==> config.mk <==
export PLATFORM = sky130hd
export DESIGN_NAME = brn_resolve_unit
export DESIGN_NICKNAME = d
export VERILOG_FILES = /design/src/rtl/brn_pkg.sv /design/src/rtl/brn_cond_eval.sv /design/src/rtl/brn_decode.sv /design/src/rtl/brn_target.sv /design/src/rtl/brn_resolve_unit.sv
export SDC_FILE = /design/constraint.sdc
export NUM_CORES = 1
export LEC_CHECK = 0
export ABC_AREA = 0
export CAP_MARGIN = 20
export CORE_UTILIZATION = 45
export CTS_CLUSTER_SIZE = 8
export DETAILED_ROUTE_END_ITERATION = 8
export PLACE_DENSITY_LB_ADDON = 0.08
export SLEW_MARGIN = 20
export SYNTH_ARGS = -nofsm -noshare
export SYNTH_HDL_FRONTEND = slang
export SYNTH_HIERARCHICAL = 1
export SYNTH_SLANG_ARGS = --single-unit
==> constraint.sdc <==
create_clock -name clk -period 7.5 [get_ports clk]
set_clock_uncertainty 0.05 [all_clocks]
set_input_delay 1.125 -clock clk [delete_from_list [all_inputs] [get_ports clk]]
set_output_delay 1.125 -clock clk [all_outputs]
set_load 0.01 [all_outputs]
==> src/rtl/brn_pkg.sv <==
package brn_pkg;

  localparam int CODE_W = 4;
  localparam int KIND_W = 2;

  typedef enum logic [CODE_W-1:0] {
    JC_ALWAYS = 4'h0,
    JC_EQ     = 4'h1,
    JC_UGT    = 4'h2,
    JC_UGE    = 4'h3,
    JC_TEST   = 4'h4,
    JC_NE     = 4'h5,
    JC_SGT    = 4'h6,
    JC_SGE    = 4'h7,
    JC_CALL   = 4'h8,
    JC_RET    = 4'h9,
    JC_ULT    = 4'ha,
    JC_ULE    = 4'hb,
    JC_SLT    = 4'hc,
    JC_SLE    = 4'hd,
    JC_RSV_E  = 4'he,
    JC_RSV_F  = 4'hf
  } jcode_e;

  typedef enum logic [KIND_W-1:0] {
    CK_HELPER_ID  = 2'd0,
    CK_LOCAL      = 2'd1,
    CK_HELPER_TYP = 2'd2,
    CK_NONE       = 2'd3
  } call_kind_e;

  typedef enum logic [1:0] {
    DISP_NONE = 2'd0,
    DISP_OFF  = 2'd1,
    DISP_IMM  = 2'd2
  } disp_sel_e;

  typedef struct packed {
    logic       taken;
    logic       call;
    call_kind_e kind;
    logic       ret;
    logic       illegal;
  } res_flags_t;

endpackage

==> src/rtl/brn_cond_eval.sv <==
module brn_cond_eval
  import brn_pkg::*;
#(
  parameter int DATA_W   = 64,
  parameter int NARROW_W = 32
) (
  input  jcode_e              code,
  input  logic                narrow,
  input  logic [DATA_W-1:0]   lhs,
  input  logic [DATA_W-1:0]   rhs,
  output logic                hold
);

  localparam int NVAR = 2;

  logic [NVAR-1:0] eq_v;
  logic [NVAR-1:0] ult_v;
  logic [NVAR-1:0] slt_v;
  logic [NVAR-1:0] tst_v;

  // one comparator set per compare width; variant 0 is full width
  generate
    for (genvar g = 0; g < NVAR; g++) begin : g_width
      localparam int W = (g == 0) ? DATA_W : NARROW_W;
      logic [W-1:0] a;
      logic [W-1:0] b;
      assign a        = lhs[W-1:0];
      assign b        = rhs[W-1:0];
      assign eq_v[g]  = (a == b);
      assign ult_v[g] = (a < b);
      assign slt_v[g] = ($signed(a) < $signed(b));
      assign tst_v[g] = |(a & b);
    end
  endgenerate

  logic eq, ult, slt, tst;
  always_comb begin
    eq  = narrow ? eq_v[1]  : eq_v[0];
    ult = narrow ? ult_v[1] : ult_v[0];
    slt = narrow ? slt_v[1] : slt_v[0];
    tst = narrow ? tst_v[1] : tst_v[0];
  end

  always_comb begin
    case (code)
      JC_EQ:   hold = eq;
      JC_NE:   hold = !eq;
      JC_TEST: hold = tst;
      JC_UGT:  hold = !ult && !eq;
      JC_UGE:  hold = !ult;
      JC_ULT:  hold = ult;
      JC_ULE:  hold = ult || eq;
      JC_SGT:  hold = !slt && !eq;
      JC_SGE:  hold = !slt;
      JC_SLT:  hold = slt;
      JC_SLE:  hold = slt || eq;
      default: hold = 1'b0;
    endcase
  end

endmodule

==> src/rtl/brn_decode.sv <==
module brn_decode
  import brn_pkg::*;
#(
  parameter int SRCF_W = 4
) (
  input  jcode_e             code,
  input  logic               narrow,
  input  logic               use_reg,
  input  logic [SRCF_W-1:0]  src_field,
  input  logic               cond_hold,
  output res_flags_t         flags,
  output disp_sel_e          disp_sel
);

  localparam logic [SRCF_W-1:0] SF_HELPER = SRCF_W'(0);
  localparam logic [SRCF_W-1:0] SF_LOCAL  = SRCF_W'(1);
  localparam logic [SRCF_W-1:0] SF_TYPED  = SRCF_W'(2);

  always_comb begin
    flags    = '{taken: 1'b0, call: 1'b0, kind: CK_NONE, ret: 1'b0, illegal: 1'b0};
    disp_sel = DISP_NONE;
    case (code)
      JC_ALWAYS: begin
        flags.taken = 1'b1;
        disp_sel    = narrow ? DISP_IMM : DISP_OFF;
      end
      JC_CALL: begin
        if (narrow || use_reg) begin
          flags.illegal = 1'b1;
        end else if (src_field == SF_LOCAL) begin
          flags.call  = 1'b1;
          flags.kind  = CK_LOCAL;
          flags.taken = 1'b1;
          disp_sel    = DISP_IMM;
        end else if (src_field == SF_HELPER) begin
          flags.call = 1'b1;
          flags.kind = CK_HELPER_ID;
        end else if (src_field == SF_TYPED) begin
          flags.call = 1'b1;
          flags.kind = CK_HELPER_TYP;
        end else begin
          flags.illegal = 1'b1;
        end
      end
      JC_RET: begin
        if (narrow) flags.illegal = 1'b1;
        else        flags.ret     = 1'b1;
      end
      JC_RSV_E, JC_RSV_F: begin
        flags.illegal = 1'b1;
      end
      default: begin
        flags.taken = cond_hold;
        disp_sel    = cond_hold ? DISP_OFF : DISP_NONE;
      end
    endcase
  end

endmodule

==> src/rtl/brn_target.sv <==
module brn_target
  import brn_pkg::*;
#(
  parameter int PC_W  = 64,
  parameter int OFF_W = 16,
  parameter int IMM_W = 32
) (
  input  logic [PC_W-1:0]  pc,
  input  logic [OFF_W-1:0] offset,
  input  logic [IMM_W-1:0] imm,
  input  disp_sel_e        sel,
  output logic [PC_W-1:0]  next_pc
);

  localparam int OFF_EXT = PC_W - OFF_W;
  localparam int IMM_EXT = PC_W - IMM_W;

  logic [PC_W-1:0] disp;
  logic [PC_W-1:0] seq_pc;

  always_comb begin
    case (sel)
      DISP_OFF: disp = {{OFF_EXT{offset[OFF_W-1]}}, offset};
      DISP_IMM: disp = {{IMM_EXT{imm[IMM_W-1]}}, imm};
      default:  disp = '0;
    endcase
  end

  assign seq_pc  = pc + PC_W'(1);
  assign next_pc = seq_pc + disp;

endmodule

==> src/rtl/brn_resolve_unit.sv <==
module brn_resolve_unit
  import brn_pkg::*;
#(
  parameter int DATA_W   = 64,
  parameter int NARROW_W = 32,
  parameter int PC_W     = 64,
  parameter int OFF_W    = 16,
  parameter int IMM_W    = 32,
  parameter int SRCF_W   = 4
) (
  input  logic                clk,
  input  logic                rst_n,
  input  logic                in_valid,
  output logic                in_ready,
  input  logic [CODE_W-1:0]   in_code,
  input  logic                in_narrow,
  input  logic                in_use_reg,
  input  logic [SRCF_W-1:0]   in_src_field,
  input  logic [DATA_W-1:0]   in_dst,
  input  logic [DATA_W-1:0]   in_src,
  input  logic [PC_W-1:0]     in_pc,
  input  logic [OFF_W-1:0]    in_offset,
  input  logic [IMM_W-1:0]    in_imm,
  output logic                out_valid,
  input  logic                out_ready,
  output logic                out_taken,
  output logic [PC_W-1:0]     out_next_pc,
  output logic                out_call,
  output logic [KIND_W-1:0]   out_call_kind,
  output logic                out_exit,
  output logic                out_illegal
);

  localparam int IMM_PAD = DATA_W - IMM_W;

  jcode_e           code;
  logic [DATA_W-1:0] rhs;
  logic             cond_hold;
  res_flags_t       flags;
  disp_sel_e        disp_sel;
  logic [PC_W-1:0]  next_pc;

  assign code = jcode_e'(in_code);
  assign rhs  = in_use_reg ? in_src : {{IMM_PAD{in_imm[IMM_W-1]}}, in_imm};

  brn_cond_eval #(.DATA_W(DATA_W), .NARROW_W(NARROW_W)) i_cond (
    .code   (code),
    .narrow (in_narrow),
    .lhs    (in_dst),
    .rhs    (rhs),
    .hold   (cond_hold)
  );

  brn_decode #(.SRCF_W(SRCF_W)) i_dec (
    .code      (code),
    .narrow    (in_narrow),
    .use_reg   (in_use_reg),
    .src_field (in_src_field),
    .cond_hold (cond_hold),
    .flags     (flags),
    .disp_sel  (disp_sel)
  );

  brn_target #(.PC_W(PC_W), .OFF_W(OFF_W), .IMM_W(IMM_W)) i_tgt (
    .pc      (in_pc),
    .offset  (in_offset),
    .imm     (in_imm),
    .sel     (disp_sel),
    .next_pc (next_pc)
  );

  // single output register; refills in the cycle it drains
  assign in_ready = !out_valid || out_ready;

  res_flags_t      res_q;
  logic [PC_W-1:0] pc_q;

  always_ff @(posedge clk) begin
    if (!rst_n) begin
      out_valid <= 1'b0;
      res_q     <= '{taken: 1'b0, call: 1'b0, kind: CK_NONE, ret: 1'b0, illegal: 1'b0};
      pc_q      <= '0;
    end else if (in_ready) begin
      out_valid <= in_valid;
      if (in_valid) begin
        res_q <= flags;
        pc_q  <= next_pc;
      end
    end
  end

  assign out_taken     = res_q.taken;
  assign out_next_pc   = pc_q;
  assign out_call      = res_q.call;
  assign out_call_kind = res_q.call ? res_q.kind : KIND_W'(0);
  assign out_exit      = res_q.ret;
  assign out_illegal   = res_q.illegal;

endmodule

Word-level counts from Yosys, hierarchy flattened
Cells that the tools add are included.
- flip-flop bits (word level): 71
- input port bits: 254
- output and inout bits: 72
- word-level logic and storage cells: 81
- $add $sub $neg: 2
- $lt $le $gt $ge: 4
- equality and inequality tests: 21
- multiplexer cells: 28
- bitwise operators: 2
- reduce and logical (&&, ||, !) cells: 17
- operators by type and width (cell ; number):
    less-than comparator 64 bit ; 2
    one-hot mux 64 bit (2 select lines) ; 1
    adder 64 x 1 -> 64 bit, second input constant ; 1
    adder 64 bit ; 1
    bitwise AND 64 bit ; 1
    == test 64 bit ; 1
    less-than comparator 32 bit ; 2
    2-to-1 mux 64 bit ; 1
    OR reduction 64 bit ; 1
    bitwise AND 32 bit ; 1
    == test 32 bit ; 1
    == test 4 bit, second input constant ; 8
    OR reduction 32 bit ; 1
    == test 4 x 3 -> 1 bit, second input constant ; 4
    2-to-1 mux 1 bit ; 13
    == test 4 x 2 -> 1 bit, second input constant ; 3
    2-to-1 mux 3 bit ; 4
    one-hot mux 1 bit (11 select lines) ; 1
    == test 4 x 1 -> 1 bit, second input constant ; 2
    logical NOT 4 bit ; 2
    2-to-1 mux 2 bit ; 4
    one-hot mux 1 bit (3 select lines) ; 2
    one-hot mux 2 bit (3 select lines) ; 1
    logical NOT 1 bit ; 4
    8 further kinds ; 12

Logic depth before layout (Yosys ltp)
- depth after elaboration: 11
- depth in mapped cells: 34
- gate-level depth less buffers: 30

By module
The synthesis kept the hierarchy.
- by module, submodules not included (module ; instances ; cells an instance ; area an instance (µm²) ; seq. area each (µm²)):
    brn_target ; 1 ; 726 ; 4654.5 ; 0.0
    brn_resolve_unit ; 1 ; 419 ; 3567.2 ; 1421.4
    brn_cond_eval ; 1 ; 350 ; 2773.9 ; 0.0
    brn_decode ; 1 ; 25 ; 175.2 ; 0.0

Least setup slack after synthesis
Ideal clock, no wire load.
- path kind: input-to-reg
- from: input port in_use_reg
- to: register pc_q[60], in the netlist out_next_pc[60]
- setup time: 72 ps
- data arrival time: 7495 ps
- data required time: 7378 ps
- path slack: -117 ps
- stages on the path: 33
- path buffers: 6
- cell sequence: buf_2 > buf_4 > buf_2 > nand2_1 > nand2_1 > inv_1 > ha_1 > nand4_1 > or4_4 > nor2_2 > a2bb2oi_1 > a21o_1 > a31oi_4 > nor4_1 > o31ai_1 > a32o_1 > inv_1 > ha_1 > clkbuf_1 > buf_2 > buf_1 > nor2_1 > fa_1 > a21o_1 > a221oi_2 > o21ai_1 > a31oi_1 > a211oi_1 > nor3_2 > mux2i_1 > xnor2_1 > nand2_1 > mux2i_1
- word-level cells in the longest chain between the ends: 11
- elaborated cells on any way between the ends: 31
- classes of those cells: add/sub: 1; order compare: 4; eq/ne: 4; mux: 10; bitwise: 2; reduce/logical: 10
- RTL lines (item ; line ; RTL):
    from (decl) ; brn_resolve_unit.sv:17 ; input logic in_use_reg,
    2-to-1 mux 64 bit * ; brn_resolve_unit.sv:44 ; assign rhs = in_use_reg ? in_src : {{IMM_PAD{in_imm[IMM_W-1]}}, in_imm};
    net rhs[59] ; brn_resolve_unit.sv:37 ; logic [DATA_W-1:0] rhs;
    less-than comparator 64 bit (tied with other cells) ; brn_cond_eval.sv:31 ; assign slt_v[g] = ($signed(a) < $signed(b));
    2-to-1 mux 1 bit, on equally long branches ; brn_cond_eval.sv:40, brn_cond_eval.sv:38, brn_cond_eval.sv:39 ;
    logical NOT 1 bit, on equally long branches ; - ;
    logical AND 1 bit, on equally long branches ; brn_cond_eval.sv:53, brn_cond_eval.sv:49 ;
    one-hot mux 1 bit (11 select lines) * ; brn_cond_eval.sv:45 ; case (code)
    net cond_hold ; brn_resolve_unit.sv:38 ; logic cond_hold;
    2-to-1 mux 1 bit * ; brn_decode.sv:54 ; disp_sel = cond_hold ? DISP_OFF : DISP_NONE;
    one-hot mux 2 bit (3 select lines) * ; brn_decode.sv:22 ; case (code)
    net disp_sel[0] ; brn_resolve_unit.sv:40 ; disp_sel_e disp_sel;
    == test 2 bit or == test 2 x 1 -> 1 bit (tied branches) ; brn_target.sv:22 ; case (sel)
    one-hot mux 64 bit (2 select lines) * ; brn_target.sv:22 ;
    adder 64 bit * ; brn_target.sv:30 ; assign next_pc = seq_pc + disp;
    net next_pc[60] ; brn_resolve_unit.sv:41 ; logic [PC_W-1:0] next_pc;
    to (signal assigned) ; brn_resolve_unit.sv:87 ; pc_q <= next_pc;
    to (decl) ; brn_resolve_unit.sv:76 ; logic [PC_W-1:0] pc_q;
Mark *: on every way through the listed nets, which the timed path passes. The rest lies on a longest branch.
A chain may end at the register's enable or synchronous reset.

Final worst setup path
Ends and elaborated chain as after synthesis.

==> out/metrics.csv <==
metric,value,unit
Root Driver,clkbuf_16,
Logic pwr share,53.8,%
WP data arrival,7540,ps
clock slew at reported path FFs,60,ps
post-synthesis sequential area ratio,12.7,%
hold_buf cts,0,
final setup fails,0,
MaxCap Viol Count,0,
endpoint class of the critical path,register,
Main synth FF type,dfxtp_1,
Reg-to-Reg End,out_next_pc[57],
dpl cells,2340,
Register Area,1420,µm²
H-tree depth,3,
"Cell Area, Synth",11200,µm²
worst reg2reg startpoint,out_valid,
Post-DP HPWL,34.6,mm
maximum clock path buffer count,2,
vias in the first global route,12700,
Worst Reg2Reg Path Length in Cells,4,
worst skew pair latency,350,ps
num rows,57,
sequential share of power,22.6,%
Crit path buffers/inverters,8,
Via Count,13200,
worst vdd ir,123,µV
final hold vios,0,
largest area contributor in the netlist,ha_1,
Worst slew margin,37.6,%
Synth top area share,18.0,%
slew at the pin with the worst max-slew slack,927,ps
critical path's top delay family,compound AO/OA/AOI/OAI gates,
period utilization,97.4,%
Initial Utilization,45.9,%
drt drc,0,
critical path depth,35,
min-delay worst type,register to register,
chip width,160,µm
Final Wtd Congestion,0.968,
"slowest stage delay, CP",530,ps
clock power share,23.5,%
critical path startpoint category,input pin,
largest net degree at the start of global routing,87,
DRT Pass-1 Iters,5,
area of the multi-input gates,9360,µm²
Layout Nets,2458,
Post-synth EDFFs,0,
Cells after Synth,1520,
CORE AREA,24300,µm²
f_max,0.137,GHz
Async SR Flop Fraction,0,%
syn nets,1936,
"commonest non-fill, non-tap cell in the layout",clkdlybuf4s50_1,
All-Layer GR Usage,32.0,%
global-route wire length before repair,65.4,mm
Area Growth Syn to Fin,54.4,%
CTS tree,built,
Sum Neg Setup Slack,0,ps
status,"complete, no violations",
Ports,326,
PortBufs,325,
final cell count without fillers,2377,
Yosys reg bits,71,
most frequent cells in the layout,"clkdlybuf4s50_1, nand2_1, buf_4",
drt via density,5.55,
Power per Cell Area,110,nW/µm²
Die Ht,160,µm
Post-Route WL,42.1,mm
CP Max Fanout,21,
minimum clock period,7300,ps
clock sink count,71,
share of cells above drive strength 1,21.6,%
synth warn,6,
GRT overflow,0,
final core utilization,70.9,%
HP Start,out_next_pc[33],
Crit-path slowest cell,or4_4,
worst hold path stage count,2,
R2R Setup Slk,5400,ps
Die Area,25500,µm²
Post-DRT Antenna Nets,0,
antenna violations before repair,7,
Pint,1.21,mW
detail-routed net length per standard cell,17.7,µm
total clock buffers created by CTS,9,
Synth area leaders,"ha_1, dfxtp_1, nand2_1",
Sw Share,36.3,%
Switch Pwr,689,µW
hold endpoint,out_next_pc[33],
Mapped Avg Cell Area,7.35,µm²
DRT iter0 DRCs,1013,
CP Class,input pin to register,
Pleak,7.83,nW
fill count,2054,
data required time of the worst path,7730,ps
Slew Limit Fails,0,
distinct cell type count after synthesis,97,
## cell type report
class	count	area share, %
sequential	71	8.24
tap	324	2.35
timing repair buffer	601	31.5
inverter	87	1.89
antenna	6	0.0870
multi-input combinational	1272	54.2
clock buffer	11	1.41
clock inverter	5	0.334
## worst register-to-register path, stage by stage, from the launching register on
cell and delay [ps]:
dfxtp_1 330, nand2b_4 90, and2_4 510, buf_4 700, mux2i_1 330
## how the worst max path moves through the flow
stage                            endpoint        from
final                     out_next_pc[60]  in_use_reg
after detailed placement  out_next_pc[60]  in_imm[31]
after floorplan           out_next_pc[60]  in_use_reg
after global placement    out_next_pc[60]  in_imm[31]
after global routing      out_next_pc[60]  in_use_reg
after CTS                 out_next_pc[60]  in_imm[31]
## sequential cells by signal, summed over array words and instances, names as in the netlist
name	count
out_next_pc	64
res_q	2
out_call	1
out_exit	1
out_illegal	1
out_taken	1
out_valid	1
## metrics by stage
step	area, µm²	worst slack, ps	hold WS, ps	power (mW)
floorplan	11200	17.0	409	0.915
global placement	16300	-504	392	1.38
detailed placement	16300	-736	395	1.39
CTS	16700	4.35	406	1.85
global route	17200	-88.9	419	2.01
finish	17300	196	402	1.90
## synthesized netlist by cell type (9+ instances only)
library cell and instances:
a211oi_1 9, a21o_1 25, a21oi_1 94, a22oi_1 17, a31oi_1 12, and2_1 9, buf_2 29, clkbuf_1 41
dfxtp_1 71, ha_1 161, inv_1 86, mux2_2 32, mux2i_1 80, nand2_1 314, nand2b_1 12, nand3_1 33
nand4_1 34, nor2_1 82, nor3_1 29, nor4_1 37, o211ai_1 13, o21ai_0 42, o22ai_1 10, or3_1 9
xnor2_1 51, xor2_1 20
## metal layers
layer / global-route usage (%) / part of all wire [%] / vias up / wire (µm)
met1: 40.1 / 42 / 6127 / 17700
met5: 0 / 0.024 / - / 10
met4: 10.4 / 3.2 / 2 / 1330
li1: - / - / 6453 / -
met3: 5.70 / 7.3 / 83 / 3070
met2: 55.2 / 48 / 535 / 20100
## what timing repair did
item	in CTS	in global routing
pin swaps	4	29
gates cloned	0	1
endpoints found under the hold margin	0	0
setup endpoints to repair	30	45
resized for setup	14	89
buffers inserted	2	12
## kinds of logic (layout without fill, tap and decap cells)
family                     count (synthesis)  after routing  share of synthesized area (%)
AOI/OAI and AO/OA                        313            313                           19.3
xor gates and xnor gates                  71             71                           5.57
adders and majority gates                163            163                           18.3
buffers and inverters                    177            704                           7.81
DFF                                       71             71                           12.7
muxes                                    113            113                           10.5
other                                      0              6                              0
and+or+nand+nor                          612            612                           25.8
## power by group through the flow
stage / clock [mW] / combinational [mW] / sequential (mW)
finish: 0.446 / 1.02 / 0.429
global route: 0.471 / 1.10 / 0.433
CTS: 0.457 / 0.964 / 0.429
detailed placement: 0 / 0.955 / 0.437
global placement: 0 / 0.940 / 0.436
floorplan: 0 / 0.463 / 0.452
No activity file was read; power rests on OpenSTA's default activity.
